$ cat config.mk
export PLATFORM = sky130hd
export DESIGN_NAME = sram_cmd_ctrl
export DESIGN_NICKNAME = d
export VERILOG_FILES = /design/src/rtl/sram_spi_pkg.sv /design/src/rtl/sram_cmd_ctrl.sv
export SDC_FILE = /design/constraint.sdc
export NUM_CORES = 1
export LEC_CHECK = 0
export BUFFER_PORTS_ARGS = -buffer_cell sky130_fd_sc_hd__buf_4
export CAP_MARGIN = 20
export CORE_MARGIN = 3
export CORE_UTILIZATION = 25
export CTS_CLUSTER_SIZE = 28
export DETAILED_ROUTE_END_ITERATION = 8
export PLACE_DENSITY_LB_ADDON = 0.08
export SETUP_SLACK_MARGIN = 0.15
export SYNTH_ARGS = -nofsm -noshare
export SYNTH_HDL_FRONTEND = slang
export SYNTH_SLANG_ARGS = --single-unit
$ cat constraint.sdc
create_clock -name clk -period 1.9 [get_ports clk]
set_input_delay 0.19 -clock clk [delete_from_list [all_inputs] [get_ports clk]]
set_output_delay 0.19 -clock clk [all_outputs]
set_load 0.005 [all_outputs]
$ cat src/rtl/sram_spi_pkg.sv
package sram_spi_pkg;

  typedef enum logic [1:0] {
    AM_BYTE = 2'b00,
    AM_SEQ  = 2'b01,
    AM_PAGE = 2'b10,
    AM_RSVD = 2'b11
  } acc_mode_e;

  typedef enum logic [2:0] {
    ST_OPCODE,
    ST_ADDR,
    ST_WDATA,
    ST_RDATA,
    ST_RMODE,
    ST_WMODE,
    ST_DONE
  } cmd_state_e;

  localparam logic [7:0] OP_READ   = 8'h03;
  localparam logic [7:0] OP_WRITE  = 8'h02;
  localparam logic [7:0] OP_RDMODE = 8'h05;
  localparam logic [7:0] OP_WRMODE = 8'h01;

  // one data byte per command in byte mode and in the reserved encoding
  function automatic logic single_shot(acc_mode_e m);
    return (m == AM_BYTE) || (m == AM_RSVD);
  endfunction

endpackage

$ cat src/rtl/sram_cmd_ctrl.sv
module sram_cmd_ctrl
  import sram_spi_pkg::*;
#(
  parameter int ADDR_BITS = 11,
  parameter int PAGE_BITS = 5
) (
  input  logic                 clk,
  input  logic                 rst_n,
  input  logic                 sel,
  input  logic                 byte_done,
  input  logic [7:0]           rx_byte,
  input  logic [7:0]           rd_data,
  output logic                 mem_we,
  output logic [ADDR_BITS-1:0] mem_addr,
  output logic [7:0]           mem_wdata,
  output logic [7:0]           tx_byte,
  output logic                 talking
);

  cmd_state_e           state;
  acc_mode_e            mode;
  logic [1:0]           abyte_cnt;
  logic                 is_read;
  logic [ADDR_BITS-1:0] cur_addr;

  function automatic logic [ADDR_BITS-1:0] step_addr(logic [ADDR_BITS-1:0] a, acc_mode_e m);
    logic [ADDR_BITS-1:0] r;
    r = a;
    if (m == AM_PAGE) r[PAGE_BITS-1:0] = a[PAGE_BITS-1:0] + 1'b1;
    else              r = a + 1'b1;
    return r;
  endfunction

  assign mem_we    = byte_done && (state == ST_WDATA);
  assign mem_addr  = cur_addr;
  assign mem_wdata = rx_byte;
  assign talking   = (state == ST_RDATA) || (state == ST_RMODE);
  assign tx_byte   = (state == ST_RMODE) ? {mode, 6'd0} : rd_data;

  always_ff @(posedge clk or negedge rst_n) begin
    if (!rst_n) begin
      state     <= ST_OPCODE;
      mode      <= AM_SEQ;
      abyte_cnt <= 2'd0;
      is_read   <= 1'b0;
      cur_addr  <= '0;
    end else if (!sel) begin
      state     <= ST_OPCODE;
      abyte_cnt <= 2'd0;
    end else if (byte_done) begin
      unique case (state)
        ST_OPCODE: begin
          abyte_cnt <= 2'd0;
          case (rx_byte)
            OP_READ:   begin state <= ST_ADDR; is_read <= 1'b1; end
            OP_WRITE:  begin state <= ST_ADDR; is_read <= 1'b0; end
            OP_RDMODE: state <= ST_RMODE;
            OP_WRMODE: state <= ST_WMODE;
            default:   state <= ST_DONE;
          endcase
        end
        ST_ADDR: begin
          cur_addr  <= ADDR_BITS'({cur_addr, rx_byte});
          abyte_cnt <= abyte_cnt + 2'd1;
          if (abyte_cnt == 2'd2) state <= is_read ? ST_RDATA : ST_WDATA;
        end
        ST_WDATA, ST_RDATA: begin
          cur_addr <= step_addr(cur_addr, mode);
          if (single_shot(mode)) state <= ST_DONE;
        end
        ST_WMODE: begin
          mode  <= acc_mode_e'(rx_byte[7:6]);
          state <= ST_DONE;
        end
        ST_RMODE: state <= ST_DONE;
        default:  state <= ST_DONE;
      endcase
    end
  end

  AST_DESELECT_IDLES: assert property (@(posedge clk) disable iff (!rst_n)
    !sel |=> (state == ST_OPCODE));
  AST_DONE_IS_STICKY: assert property (@(posedge clk) disable iff (!rst_n)
    (state == ST_DONE && sel) |=> (state == ST_DONE));
  AST_PAGE_STAYS: assert property (@(posedge clk) disable iff (!rst_n)
    (byte_done && mode == AM_PAGE && (state == ST_WDATA || state == ST_RDATA))
      |=> (cur_addr[ADDR_BITS-1:PAGE_BITS] == $past(cur_addr[ADDR_BITS-1:PAGE_BITS])));

endmodule

==> results.json <==
{
  "root_buffer": "clkbuf_8",
  "ys.warnings.count": 0,
  "path_depth": 4,
  "p_leak_uw": 0.0008365,
  "clkTransAtPathRegs_ps": 80,
  "synth_seq_cells": 19,
  "syn-mean-instance-area_um2": 8.709,
  "r2r_cells": 4,
  "rsz0062_at_grt": "true",
  "design_area_um2": 1856,
  "synth_top_area_frac": 0.3380,
  "top_layer": "met4",
  "grt_max_degree": 20,
  "grt_first_pass_wirelength_um": 6782,
  "synth_edf_count": 0,
  "outcome": "completed",
  "worst_hold_path.num_cells": 2,
  "htreeDepth": 1,
  "max_cap_viol_count": 0,
  "wl_met3_um": 252,
  "place_inst": 259,
  "met2_wirelength_um": 2054,
  "crit_required_ps": 1710,
  "cp_max_fo": 8,
  "wl_per_cell_um": 15.37,
  "finClkSkew_ps": 5.416,
  "drv_slew": 0,
  "syn_area_um2": 1333,
  "dpl-instance-area_um2": 1730,
  "via_per_inst": 5.059,
  "die_x_um": 79.01,
  "synth_common_cells": "dfrtp_1, nand2_1, a21oi_1",
  "numCtsBuffers": 3,
  "path_common_cell": "buf_4",
  "crit_type": "reg -> out",
  "row_count": 25,
  "max_stage_delay_ps": 410,
  "setup_viol": 0,
  "fin_tns_setup_ps": 0,
  "critPathArrivalTime_ps": 1580,
  "power.density_nw_per_um2": 731.5,
  "finalNonFillerCells": 270,
  "synth.area.top_cells": "dfrtp_1, nand2_1, a21oi_1",
  "routed_wl_um": 4150,
  "power_uw": 1357,
  "hold_viol": 0,
  "grt_pass1_vias": 1391,
  "clk_path_buf_depth": 2,
  "worstSkewPairLatency_ps": 260,
  "crit_slowest_cell": "dfrtp_2",
  "firstDrtPassIters": 4,
  "n_antenna_cell": 0,
  "cp_top_family": "flip-flops",
  "drive_gt1_frac": 0.4187,
  "area_growth_pct": 39.25,
  "crit_buf_inv": 2,
  "layout.nets": 227,
  "fmax_mhz": 565.2,
  "dp_hpwl_um": 3129,
  "route.detailed.drc": 0,
  "synthesis.nets": 176,
  "antenna_left": 0,
  "fin_crit_sh": 0.9311,
  "core_um2": 4942,
  "antenna_found_initial": 0,
  "yosysTopAreaCell": "dfrtp_1",
  "postSynthCellCount": 153,
  "yosysSeqAreaShare": 0.3577,
  "cp-start-kind": "register",
  "worstMarginPinSlew_ps": 338.3,
  "synthDistinctLibCells": 43,
  "wl_met1_um": 1796,
  "die-area_um2": 6242,
  "die_y_um": 79.01,
  "cts_sinks": 19,
  "num_vias": 1366,
  "synthFlopType": "dfrtp_1",
  "fillers": 539,
  "synthArstFlopShare": 1.000,
  "cp_cell_sequence": "buf_4, nor3_4, mux2_2, buf_4",
  "cts_tree": "done",
  "grtUsageTotal": 0.1366,
  "io_buffers": 48,
  "hold_class": "in -> reg",
  "dp_slack_ps": 92.94,
  "vdd_ir_drop_max_mv": 0.3162,
  "gp_congestion": 0.8532,
  "start_util": 0.2696,
  "max-slew-margin-rel": 0.7727,
  "period_needed_ps": 1769,
  "grt_overflow": 0,
  "layout_setup_ws_ps": 130.8,
  "end_kind": "primary output",
  "drt_iter0_markers": 46,
  "reg2reg_setup_slack_ps": 140,
  "pin_count": 49
}
-- metrics by stage --
step	hold slack, ps	util
2_1_floorplan	-105.6	-
3_3_place_gp	97.31	0.3501
3_5_place_dp	94.22	0.3501
4_1_cts	160.4	0.3724
5_1_grt	167.6	0.3754
6_report	168.6	0.3754
-- final cells by class --
type	count	area, um^2	share of cell area
Inverter	6	22.52	0.01214
Clock buffer	3	41.29	0.02225
Clock inverter	1	5.005	0.002697
Sequential cell	19	480.5	0.2589
Timing Repair Buffer	63	475.5	0.2562
Tap cell	67	83.83	0.04518
Multi-Input combinational cell	111	747.0	0.4026
-- layout by cell type, fill, tap and decap left out, types with 2 or more instances in the layout --
master     instances
a31o_2             2
nand3_1            5
o22ai_1            3
dfrtp_1           15
nand4_1            3
dfrtp_2            3
o221a_2            2
o21ai_0            6
nor2b_1            7
a2bb2oi_1          3
nand2b_1           2
a31oi_1            2
clkbuf_8           3
and3_1             4
ha_1               3
inv_1              6
nor2_1             8
nand2_1           18
a21oi_1           12
o32ai_1            2
and4_1             3
nor3_1             2
buf_4             62
mux2_2             5
-- flip-flops by register name, indices dropped and copies added, names as in the netlist --
signal / cells
is_read: 1
state: 3
abyte_cnt: 2
mode: 2
mem_addr: 11
-- power breakdown --
group	switching [uW]	internal [uW]	total (uW)
clock network	152	146	298
logic	200	285	485
registers	94.3	480	575
total	446	911	1360
-- worst register-to-register path: stages, from the launching register on --
cell	delay, ps
dfrtp_2	470
nor4_4	290
nand4b_1	150
or4_4	430
mux2_1	320
-- worst paths after layout --
check | start | to
worst max-delay path | state[1] | tx_byte[6]
worst min-delay path | rx_byte[2] | state[0]
worst max register to register | state[2] | is_read
worst min register to register | is_read | is_read
max in group asynchronous | rst_n | mode[0]
min in group asynchronous | rst_n | abyte_cnt[1]
-- logic make-up (layout without fill, tap and decap cells) --
| family | count (synthesis) | after routing | synth area share |
|---|---|---|---|
| AND/OR/NAND/NOR | 62 | 62 | 0.2620 |
| AO/OA/AOI/OAI | 40 | 40 | 0.2047 |
| buffers and inverters | 23 | 73 | 0.09671 |
| flip-flops | 19 | 19 | 0.3577 |
| multiplexers | 6 | 6 | 0.05070 |
| adder cells (fa/ha/maj) | 3 | 3 | 0.02817 |
-- routing by layer --
| layer | vias up | global-route usage |
|---|---|---|
| met5 | - | 0 |
| met4 | 0 | 0.04124 |
| met3 | 4 | 0.02381 |
| met2 | 44 | 0.2357 |
| met1 | 664 | 0.1735 |
| li1 | 654 | - |
-- timing repair --
action,4_1_cts,5_1_grt
hold buffers,1,0
resized for setup,3,4
endpoints found under the setup margin,11,8
buffers inserted,6,0
hold endpoints to repair,18,0
cloned,0,0
pin swaps,2,2
Note: power is estimated with default switching activity, not from simulation.
